==> src/rtl/stopwatch_core.sv <==
module stopwatch_core #(
  parameter int CLK_HZ  = 50_000_000,
  parameter int STEP_HZ = 100
) (
  input  logic       clk,
  input  logic       rst_n,
  input  logic       btn_start_n,
  input  logic       btn_pause_n,
  input  logic       btn_clear_n,
  output logic [6:0] seg0,
  output logic [6:0] seg1,
  output logic [6:0] seg2,
  output logic [6:0] seg3,
  output logic [6:0] seg4,
  output logic [6:0] seg5
);
  localparam int NDIG = 6;
  localparam int DIV = CLK_HZ / STEP_HZ;
  localparam int DW = (DIV > 1) ? $clog2(DIV) : 1;
  localparam logic [DW-1:0] RELOAD = DW'(DIV - 1);

  function automatic logic [6:0] seg_of(input logic [3:0] v);
    case (v)
      4'd0: seg_of = 7'h40;
      4'd1: seg_of = 7'h79;
      4'd2: seg_of = 7'h24;
      4'd3: seg_of = 7'h30;
      4'd4: seg_of = 7'h19;
      4'd5: seg_of = 7'h12;
      4'd6: seg_of = 7'h02;
      4'd7: seg_of = 7'h78;
      4'd8: seg_of = 7'h00;
      4'd9: seg_of = 7'h10;
      default: seg_of = 7'h7F;
    endcase
  endfunction

  wire clr = ~btn_clear_n;
  wire pse = ~btn_pause_n;
  wire sta = ~btn_start_n;

  logic          run_q;
  logic [DW-1:0] div_q;
  logic          tick;
  logic [NDIG-1:0]   adv;
  logic [4*NDIG-1:0] dig_flat;
  logic [6:0]        seg [NDIG];

  always_ff @(posedge clk or negedge rst_n)
    if (!rst_n)          run_q <= 1'b0;
    else if (clr || pse) run_q <= 1'b0;
    else if (sta)        run_q <= 1'b1;

  always_ff @(posedge clk or negedge rst_n)
    if (!rst_n)     div_q <= RELOAD;
    else if (clr)   div_q <= RELOAD;
    else if (run_q) div_q <= (div_q == '0) ? RELOAD : div_q - 1'b1;

  assign tick   = run_q && (div_q == '0);
  assign adv[0] = tick;

  for (genvar g = 0; g < NDIG; g++) begin : dg
    localparam logic [3:0] TOP = (g == 3 || g == 5) ? 4'd5 : 4'd9;
    logic [3:0] d;

    always_ff @(posedge clk or negedge rst_n)
      if (!rst_n)      d <= 4'd0;
      else if (clr)    d <= 4'd0;
      else if (adv[g]) d <= (d == TOP) ? 4'd0 : d + 4'd1;

    if (g < NDIG - 1) begin : cy
      assign adv[g+1] = adv[g] && (d == TOP);
    end

    assign dig_flat[4*g +: 4] = d;
    assign seg[g] = seg_of(d);
  end

  assign seg0 = seg[0];
  assign seg1 = seg[1];
  assign seg2 = seg[2];
  assign seg3 = seg[3];
  assign seg4 = seg[4];
  assign seg5 = seg[5];
endmodule

==> config.mk <==
export PLATFORM = sky130hd
export DESIGN_NAME = stopwatch_core
export DESIGN_NICKNAME = d
export VERILOG_FILES = /design/src/rtl/stopwatch_core.sv
export SDC_FILE = /design/constraint.sdc
export NUM_CORES = 1
export LEC_CHECK = 0
export CAP_MARGIN = 20
export CORE_UTILIZATION = 50
export CTS_CLUSTER_DIAMETER = 80
export DETAILED_ROUTE_END_ITERATION = 7
export DONT_BUFFER_PORTS = 1
export RECOVER_POWER = 100
export SYNTH_ARGS = -nofsm -noshare
export SYNTH_HDL_FRONTEND = slang
export SYNTH_SLANG_ARGS = --single-unit
export TNS_END_PERCENT = 1
==> constraint.sdc <==
create_clock -name clk -period 2.93 [get_ports clk]
set_input_delay 0.4395 -clock clk [delete_from_list [all_inputs] [get_ports clk]]
set_output_delay 0.4395 -clock clk [all_outputs]
set_load 0.02 [all_outputs]
==> results of run 1 <==
sequential cells by signal, indices dropped and copies added (netlist names):
register / count
dg.d: 24
div_q: 19
run_q: 1
worst max-delay path by stage:
stage | depth (start not counted) | to | slack [ps]
floorplan | 6 | dg[4].d[2]$_DFFE_PN0P_ | 710
global placement | 5 | dg[3].d[3]$_DFFE_PN0P_ | 590
detailed placement | 5 | dg[5].d[3]$_DFFE_PN0P_ | 490
CTS | 5 | dg[5].d[3]$_DFFE_PN0P_ | 450
global route | 2 | dg[0].d[1]$_DFFE_PN0P_ | 130
finish | 5 | dg[5].d[3]$_DFFE_PN0P_ | 340
logic make-up after synthesis:
| logic type | share of synthesized area (%) |
|---|---|
| adder cells (fa/ha/maj) | 11.41 |
| buffers and inverters | 6.259 |
| flip-flops | 32.81 |
| AO/OA/AOI/OAI | 15.83 |
| multiplexers | 1.252 |
| AND/OR/NAND/NOR | 28.83 |
| XOR/XNOR | 3.608 |
report_power, final:
part | internal (W) | leakage (nW) | switching (W)
registers | 0.000610 | 0.576 | 0.00000228
logic | 0.00000698 | 0.863 | 0.0000242
clock network | 0.000279 | 0.0614 | 0.000212
metal layers:
layer / vias up / global-route usage [%] / part of all wire [%]
met5: - / 0 / 0
met4: 0 / 4.777 / 0.82
met3: 5 / 3.147 / 2.8
met2: 41 / 36.21 / 48
met1: 1377 / 26.28 / 48
li1: 1492 / - / -
timing repair:
action,in CTS,in global routing
endpoints found under the setup margin,0,0
hold endpoints to repair,44,0
hold buffers,2,0
synth_stat cells, drive strengths merged, types with 6 or more instances:
library cell,count,area [sq um]
nand2,57,214.0
a21oi,50,250.2
nor2,48,180.2
o21ai,35,175.2
dfrtp,33,825.8
inv,32,120.1
ha,31,387.9
nand3,19,95.09
clkbuf,12,45.04
dfstp,11,289.0
or3,9,56.30
nor3,8,45.04
or4,8,65.06
xor2,8,70.07
nor4,7,71.31
nand2b,6,37.54
nand3b,6,45.04
xnor2,6,52.55
metrics by stage:
stage               setup slack, ps  hold WS, ps  cells
floorplan                     707.1        143.9    435
global placement              588.1        144.8    499
detailed placement            493.7        145.0    499
CTS                           453.6        181.0    509
global route                  132.4        177.7    509
finish                        343.6        191.8    509
cell type report:
class                   instances  area (sq um)
fillers                       628          2885
well taps                      77         96.34
multi-input cells             341          2064
clock inverters                 2         38.79
clock buffers                   6         82.58
inverters                      32         120.1
flip-flops and latches         44          1115
repair buffers                  7         56.30
==> impl_results.md, run 1 <==
* Status: finished, violations left
* Failing checks: DRC, capacitance limit, slew limit
* Clock slew at reported path FFs at 90 ps
* Mean Syn Cell Area at 7.812 sq um
* Placed Area at about 3400 sq um
* Core footprint at 6459 sq um
* Mapped Cells at 435
* Routed WL per cell at 13.41 microns
* Worst path max stage delay at around 660 ps
* Slowest stage cell, crit path: or4_1
* Launch point of the worst path: div_q[7]$_DFFE_PN0P_
* Commonest non-fill, non-tap cell in the layout: nand2_1
* Setup Skew at 11.08 ps
* Area growth from synthesis to layout at 5.155%
* Kind of critical path: reg -> reg
* Detailed placer's ending HPWL at roughly 5000 microns
* CTS buffer count at 5
* Largest net degree at the start of global routing at 45
* Worst Tran Pin Value at 1906 ps
* Final setup fails at 0
* Clock root cell: clkbuf_8
* Cells on worst reg2reg path at 5
* Die span in x at 84.44 microns
* Hold EP: div_q[16]$_DFFE_PN1P_
* Ys async rst share at 100.0%
* Arr. time, crit path at 2800 ps
* Final worst-path cycle share at 88.27%
* Synth Net Count at 471
* Critical path launch point type: flip-flop
* FF-to-FF End: dg[5].d[3]$_DFFE_PN0P_
* Minimum clock period after layout at 2586 ps
* Chip height at 84.44 microns
* Starting DRT DRC Count at 119
* Setup TNS at 0 ps
* Worst vdd ir at about 0.25 mV
* Most used flip-flop cell after synthesis: dfrtp_1
* WP data required at 3150 ps
* Power Total at 0.001135 W
* Pwr dens at ~320 nW/um^2
* Relative slew slack at -27.30%
* Buf+Inv Stages, Crit Path at 0
* Worst r2r src: div_q[7]$_DFFE_PN0P_
* CTS sink cnt at 44
* # H-tree levels at 2
* Yosys synthesis warning count at 0
* Family with the most delay on the worst path: simple AND/OR/NAND/NOR gates
* RSZ-0062 raised after global routing: no
* Post_cts resized at 0
* Seq/Total Area, Yosys at approximately a third
* Most frequent cells in the layout: 57 x nand2_1, 50 x a21oi_1, 48 x nor2_1, 35 x o21ai_0, 33 x dfrtp_1
* Total iterations of the first detailed-routing run at 8
* Max-cap violations at 1
* Slew Viols, Final at 45
* Post-synth cell types at 48
* DR vias at 2915
* Fin nets at 467
* Final-report hold violation count at 0
* Number of I/O pins at between 40 and 50
* R2r setup slk at 340 ps
* Initial antenna violation count at 0
* HP Class: in -> reg
* Synth Cell Area at around 3400 sq um
* First-pass GRT wire length at between 10000 and 15000 microns
* Post-CTS setup buffers at 0
* CP Cell Sequence: or4_1, nor4_2, nand4_1, nor4_1, mux2i_1
* Routed Antenna Nets at 0
* Cell Rows at 29
* Final Cell Area at about 3600 sq um
* Final wirelength at between 6000 and 7000 microns
* #FFs+latches synth at 44
* Max Fclk at between 300 and 400 MHz
* Worst-Skew Late Latency at 300 ps
* Vias per inst at 5.727
* Fin util at 55.33%
* Number of port buffers at 0
* Antenna cells at 0
* Crit path max fanout at 7
* Vias in the first global route at 2661
* Number of flops mapped to enable cells by yosys at 0
* Starting Density at 52.62%
* Layout cells sized above 1 at 8.796%
* Worst hold stages at 1
* Leak at 1.501 nW
* GRT Total Usage at 20.40%
* Grt ovf at 0
* GP Congestion at 0.8115
* Max clock buf depth at 2
* Die footprint at approximately 7000 sq um
* # DRC at 9
* CTS tree: yes
* CP Capture Type: flip-flop
* Hold path start: btn_clear_n
Note: power is estimated with default switching activity, not from simulation.
==> run 2, diff against run 1 <==
--- a/config.mk
+++ b/config.mk
@@ -10,6 +10,7 @@
 export CTS_CLUSTER_DIAMETER = 80
 export DETAILED_ROUTE_END_ITERATION = 7
 export DONT_BUFFER_PORTS = 1
+export PLACE_DENSITY = 0.69
 export RECOVER_POWER = 100
 export SYNTH_ARGS = -nofsm -noshare
 export SYNTH_HDL_FRONTEND = slang
==> run 2 against run 1 <==
The run still ends with DRC, capacitance limit, slew limit left. Routed wire length decreased by 1.6%. Design area decreased by 1.6%. Cell count decreased by 0.39%. Combinational power about the same. Die area unchanged. Total power decreased by 12%. Setup slack got worse by 64 ps. Non-clock buffer count decreased by 2. Sequential share of layout area increased by 0.50 points. First-iteration DRC count increased by 60%.
==> impl_results.md, run 2 (synthesized netlist as in run 1, its figures left out) <==
* Status: finished, violations left
* Failing checks: DRC, capacitance limit, slew limit
* Vias per inst at 5.777 (+0.88%)
* Critical path launch point type: flip-flop
* Detailed placer's ending HPWL at 4812 microns (-4.0%)
* DR vias at 2929 (+0.48%)
* Pwr dens at 284.9 nW/um^2 (-10%)
* Setup Skew at 10.01 ps (-1.073 ps)
* Most frequent cells in the layout: 57 x nand2_1, 50 x a21oi_1, 48 x nor2_1, 35 x o21ai_0, 33 x dfrtp_1
* Number of port buffers at 0 (unchanged)
* Die footprint at 7130 sq um (unchanged)
* Leak at 1.475 nW (-1.7%)
* Met1 usage at 26.87% (+0.59 points)
* Core footprint at 6459 sq um (unchanged)
* Minimum clock period after layout at 2650 ps (+63.99 ps)
* Relative slew slack at -25.80% (+1.5 points)
* Kind of critical path: reg -> reg
* GRT met2 Usage at 33.16% (-3.1 points)
* Final wirelength at 6717 microns (-1.6%)
* Grt ovf at 0 (unchanged)
* WP data required at 3160 ps (about the same)
* Met3 Track Usage GR at 3.245% (+0.098 points)
* CTS buffer count at 5 (unchanged)
* Setup TNS at 0 ps (unchanged)
* Top reg by flops: dg.d
* Cell Rows at 29 (unchanged)
* Max reg flops at 24 (unchanged)
* CTS sink cnt at 44 (unchanged)
* Worst-Skew Late Latency at 300 ps (about the same)
* Slew Viols, Final at 45 (unchanged)
* # H-tree levels at 2 (unchanged)
* Worst vdd ir at 0.2334 mV (-7.2%)
* Clock slew at reported path FFs at 80 ps (about the same)
* Initial antenna violation count at 0 (unchanged)
* Starting Density at 52.62% (unchanged)
* CTS tree: yes
* Top flop regs: dg.d: 24 flops, div_q: 19 flops, run_q: 1 flops
* Global routing's busiest layer: met2
* Power Total at 0.001002 W (-12%)
* Worst path max stage delay at 620 ps (-40 ps)
* Crit path top cell by count: or4_1
* Fin nets at 465 (-0.43%)
* HP Class: in -> reg
* Max clock buf depth at 2 (unchanged)
* # DRC at 5 (-4)
* Commonest non-fill, non-tap cell in the layout: nand2_1
* Final-report hold violation count at 0 (unchanged)
* GP Congestion at 0.8154 (+0.48%)
* Arr. time, crit path at 2880 ps (+80 ps)
* Vias in the first global route at 2613 (-1.8%)
* Routed Antenna Nets at 0 (unchanged)
* Hold EP: div_q[16]$_DFFE_PN1P_
* Die span in x at 84.44 microns (unchanged)
* CP Capture Type: flip-flop
* Layout cells sized above 1 at 7.907% (-0.89 points)
* Routed WL per cell at 13.25 microns (-1.2%)
* Worst r2r src: div_q[12]$_DFFE_PN0P_
* Max Fclk at 377.3 MHz (-2.4%)
* Starting DRT DRC Count at 190 (+60%)
* Max-cap violations at 1 (unchanged)
* Final worst-path cycle share at 90.46% (+2.2 points)
* Area growth from synthesis to layout at 3.498%
* Fin util at 54.46% (-0.87 points)
* GRT Total Usage at 19.85% (-0.55 points)
* Antenna cells at 0 (unchanged)
* R2r setup slk at 280 ps (-60 ps)
* Cells on worst reg2reg path at 5 (unchanged)
* First-pass GRT wire length at 11720 microns (-2.2%)
* Chip height at 84.44 microns (unchanged)
* Clock root cell: clkbuf_8
* CP Cell Sequence: or4_1, nor3_1, nand4_1, or4_1, a21oi_1
* Crit path max fanout at 8 (+1)
* Largest net degree at the start of global routing at 45 (unchanged)
* Number of I/O pins at 47 (unchanged)
* Final setup fails at 0 (unchanged)
* FF-to-FF End: dg[4].d[2]$_DFFE_PN0P_
* RSZ-0062 raised after global routing: no
* Total iterations of the first detailed-routing run at 8 (unchanged)
* Filler instances at 599 (-4.6%)
* Post-CTS setup buffers at 0 (unchanged)
* Worst Tran Pin Value at 1884 ps (-22.54 ps)
* Hold path start: btn_clear_n
* Worst hold stages at 1 (unchanged)
* Slowest stage cell, crit path: or4_1
[run 2: area by class of cell]
cell class                 count  area, sq um  share of cell area (%)
timing repair buffer           5        45.04                   1.281
inverter                      32        120.1                   3.415
clock buffer                   7        76.32                   2.170
multi-input combinational    341         2059                   58.56
sequential                    44         1115                   31.70
tap                           77        96.34                   2.739
clock inverter                 1        5.005                  0.1423
[run 2: metrics by stage]
step           cell area, sq um  hold slack [ps]  setup slack, ps  cells
2_1_floorplan              3398            143.9            707.1    435
3_3_place_gp               3425            145.2            593.7    497
3_5_place_dp               3425            145.2            422.7    497
4_1_cts                    3536            185.3            434.6    507
5_1_grt                    3517            179.0            140.7    507
6_report                   3517            192.9            279.6    507
[run 2: worst max-delay path by stage]
stage,endpoint,cells past startpoint,slack [ps],from
after detailed placement,dg[5].d[3]$_DFFE_PN0P_,5,420,div_q[12]$_DFFE_PN0P_
final,dg[4].d[2]$_DFFE_PN0P_,5,280,div_q[12]$_DFFE_PN0P_
after CTS,dg[5].d[3]$_DFFE_PN0P_,5,430,div_q[12]$_DFFE_PN0P_
after floorplan,dg[4].d[2]$_DFFE_PN0P_,6,710,div_q[3]$_DFFE_PN1P_
after global placement,dg[4].d[2]$_DFFE_PN0P_,5,590,div_q[7]$_DFFE_PN0P_
after global routing,dg[4].d[2]$_DFFE_PN0P_,5,140,div_q[12]$_DFFE_PN0P_
[run 2: power breakdown]
| part | internal (W) | switching [W] |
|---|---|---|
| logic | 0.00000700 | 0.0000245 |
| clock network | 0.000167 | 0.000191 |
| registers | 0.000610 | 0.00000216 |
[run 2: critical path, delay by kind of cell (launching register included)]
| kind | cells | cell delay (ps) |
|---|---|---|
| AND/OR/NAND/NOR | 4 | 2020 |
| flip-flops | 1 | 420 |
| AO/OA/AOI/OAI | 1 | 140 |
[run 2: repair_timing]
item / 4_1_cts / 5_1_grt
resized for setup: 0 / 0
hold buffers: 2 / 0
hold endpoints to repair: 44 / 0
[run 2: layer usage]
metal	vias up	wire [microns]	share of wire, %
met4	0	91	1.4
met2	43	3176	47
met5	-	0	0
met1	1389	3240	48
li1	1488	-	-
met3	9	208	3.1
==> run 3, diff against run 2 <==
--- a/config.mk
+++ b/config.mk
@@ -5,13 +5,14 @@
 export SDC_FILE = /design/constraint.sdc
 export NUM_CORES = 1
 export LEC_CHECK = 0
-export CAP_MARGIN = 20
 export CORE_UTILIZATION = 50
 export CTS_CLUSTER_DIAMETER = 80
 export DETAILED_ROUTE_END_ITERATION = 7
 export DONT_BUFFER_PORTS = 1
+export GPL_TIMING_DRIVEN = 0
 export PLACE_DENSITY = 0.69
 export RECOVER_POWER = 100
+export SETUP_SLACK_MARGIN = 0.5
 export SYNTH_ARGS = -nofsm -noshare
 export SYNTH_HDL_FRONTEND = slang
 export SYNTH_SLANG_ARGS = --single-unit
==> run 3 against run 2 <==
The run still ends with DRC, capacitance limit, slew limit left. Setup slack gained 61 ps. Critical path depth grew 1. Worst hold slack gained 19 ps. Routed wire length grew 6.2%. Non-clock buffer count grew 20. Count of clock-buffer cells in the layout grew 1. Cell count grew 3.9%. Clock power grew 17%. Critical endpoint is now dg[2].d[0]$_DFFE_PN0P_.
==> impl_results.md, run 3 (synthesized netlist as in run 1, its figures left out) <==
* Slowest stage cell, crit path: or4_1
* Top flop regs: dg.d: 24 flops, div_q: 19 flops, run_q: 1 flops
* Fin cells at 527 (+3.9%)
* Total iterations of the first detailed-routing run at 8 (unchanged)
* CP Capture Type: flip-flop
* Final setup fails at 0 (unchanged)
* Detailed placer's ending HPWL at 5176 microns (+7.5%)
* Family with the most delay on the worst path: simple AND/OR/NAND/NOR gates
* Starting Density at 52.62% (unchanged)
* HP Class: in -> reg
* Buf+Inv Stages, Crit Path at 1 (+1)
* Minimum clock period after layout at 2590 ps (-60.88 ps)
* DR WL met2 at 3390 microns (+6.7%)
* Cell Rows at 29 (unchanged)
* Grt ovf at 0 (unchanged)
* Most frequent cells in the layout: 57 x nand2_1, 50 x a21oi_1, 48 x nor2_1, 35 x o21ai_0, 33 x dfrtp_1
* CTS tree: yes
* Chip height at 84.44 microns (unchanged)
* CTS buffer count at 5 (unchanged)
* Relative slew slack at -26.44% (-0.64 points)
* Antenna cells at 0 (unchanged)
* CP Cell Sequence: or4_1, nor4_2, and4_1, clkbuf_1, mux2_2, nor2_1
* Worst path max stage delay at 660 ps (+40 ps)
* Routed WL per cell at 13.54 microns (+2.2%)
* Number of port buffers at 0 (unchanged)
* Commonest non-fill, non-tap cell in the layout: nand2_1
* Final worst-path cycle share at 88.38% (-2.1 points)
* Crit path max fanout at 7 (-1)
* Final-report hold violation count at 0 (unchanged)
* Die footprint at 7130 sq um (unchanged)
* Max Fclk at 386.2 MHz (+2.4%)
* Layout cells sized above 1 at 8.222% (+0.32 points)
* Setup TNS at 0 ps (unchanged)
* First-pass GRT wire length at 12440 microns (+6.1%)
* Failing checks: DRC, capacitance limit, slew limit
* Routed wl met3 at 279 microns (+34%)
* Max clock buf depth at 2 (unchanged)
* Top reg by flops: dg.d
* Pwr dens at 292.9 nW/um^2 (+2.8%)
* WP data required at 3160 ps (about the same)
* Max-cap violations at 1 (unchanged)
* Largest net degree at the start of global routing at 45 (unchanged)
* Placed cell count at 512 (+3.0%)
* Vias in the first global route at 2757 (+5.5%)
* Clock slew at reported path FFs at 80 ps (about the same)
* Setup Skew at 5.923 ps (-4.088 ps)
* Die span in x at 84.44 microns (unchanged)
* Slew Viols, Final at 45 (unchanged)
* Leak at 1.527 nW (+3.6%)
* Starting DRT DRC Count at 164 (-14%)
* CTS sink cnt at 44 (unchanged)
* GP Congestion at 0.8078 (-0.93%)
* Worst Tran Pin Value at 1893 ps (+9.559 ps)
* # H-tree levels at 2 (unchanged)
* Routed Antenna Nets at 0 (unchanged)
* Worst-Skew Late Latency at 300 ps (about the same)
* Kind of critical path: reg -> reg
* Status: finished, violations left
* DRT met1 WL at 3394 microns (+4.8%)
* Number of I/O pins at 47 (unchanged)
* RSZ-0062 raised after global routing: yes
* Area growth from synthesis to layout at 7.143%
* Worst vdd ir at 0.3090 mV (+32%)
* Clock root cell: clkbuf_8
* Arr. time, crit path at 2820 ps (-60 ps)
* Vias per inst at 5.767 (-0.18%)
* Max reg flops at 24 (unchanged)
* GRT Total Usage at 21.07% (+1.2 points)
* DR vias at 3039 (+3.8%)
* # DRC at 5 (unchanged)
* Fin nets at 485 (+4.3%)
* Core footprint at 6459 sq um (unchanged)
* Critical path launch point type: flip-flop
* Final wirelength at 7136 microns (+6.2%)
* Initial antenna violation count at 0 (unchanged)
* Uppermost routed layer: met4
-- run 3: cell type report --
| class | count | area (sq um) |
|---|---|---|
| fill | 620 | 2818 |
| timing repair buffer | 7 | 52.55 |
| buffer | 18 | 90.09 |
| inverter | 32 | 120.1 |
| tap | 77 | 96.34 |
| sequential | 44 | 1115 |
| clock buffer | 8 | 100.1 |
| multi-input combinational | 341 | 2067 |
-- run 3: power breakdown --
part	switching (W)	internal, W
clock	0.000203	0.000215
combinational	0.0000272	0.00000798
sequential	0.00000246	0.000610
total	0.000233	0.000833
-- run 3: final timing paths --
kind	end	slack, ps	startpoint	cells past startpoint
max reg2reg	dg[2].d[0]$_DFFE_PN0P_	340	div_q[7]$_DFFE_PN0P_	6
min in group asynchronous	div_q[5]$_DFFE_PN0P_	1230	rst_n	2
min reg2reg	div_q[15]$_DFFE_PN1P_	520	div_q[15]$_DFFE_PN1P_	2
max in group asynchronous	dg[2].d[1]$_DFFE_PN0P_	610	rst_n	2
min	run_q$_DFFE_PN0P_	210	btn_start_n	1
max	dg[2].d[0]$_DFFE_PN0P_	340	div_q[7]$_DFFE_PN0P_	6
-- run 3: layer usage --
| metal | global-route usage, % | vias to the layer above |
|---|---|---|
| li1 | - | 1526 |
| met1 | 28.46 | 1447 |
| met2 | 35.54 | 58 |
| met3 | 3.245 | 8 |
| met4 | 5.547 | 0 |
| met5 | 0 | - |
-- run 3: worst reg2reg max path, cell delays in order (launching register included) --
cell	delay (ps)
dfrtp_1	440
or4_1	660
nor4_2	440
and4_1	260
clkbuf_1	250
mux2_2	370
nor2_1	100
-- run 3: what timing repair did --
item	4_1_cts	5_1_grt
pin swaps	2	1
hold endpoints to repair	44	0
endpoints found under the setup margin	10	24
hold buffers	2	0
setup buffers	3	2
gates resized for setup	1	0
-- run 3: through the flow --
step	util, %	hold WS (ps)	total power, W	area [sq um]	setup WS [ps]
6_report	56.37	212.4	0.001066	3641	340.5
5_1_grt	56.37	202.7	0.001103	3641	157.0
4_1_cts	56.68	204.3	0.001080	3661	439.2
3_5_place_dp	54.11	144.9	0.0006461	3495	369.6
3_3_place_gp	54.11	144.9	0.0006456	3495	354.5
2_1_floorplan	-	143.9	0.0006393	3398	707.1
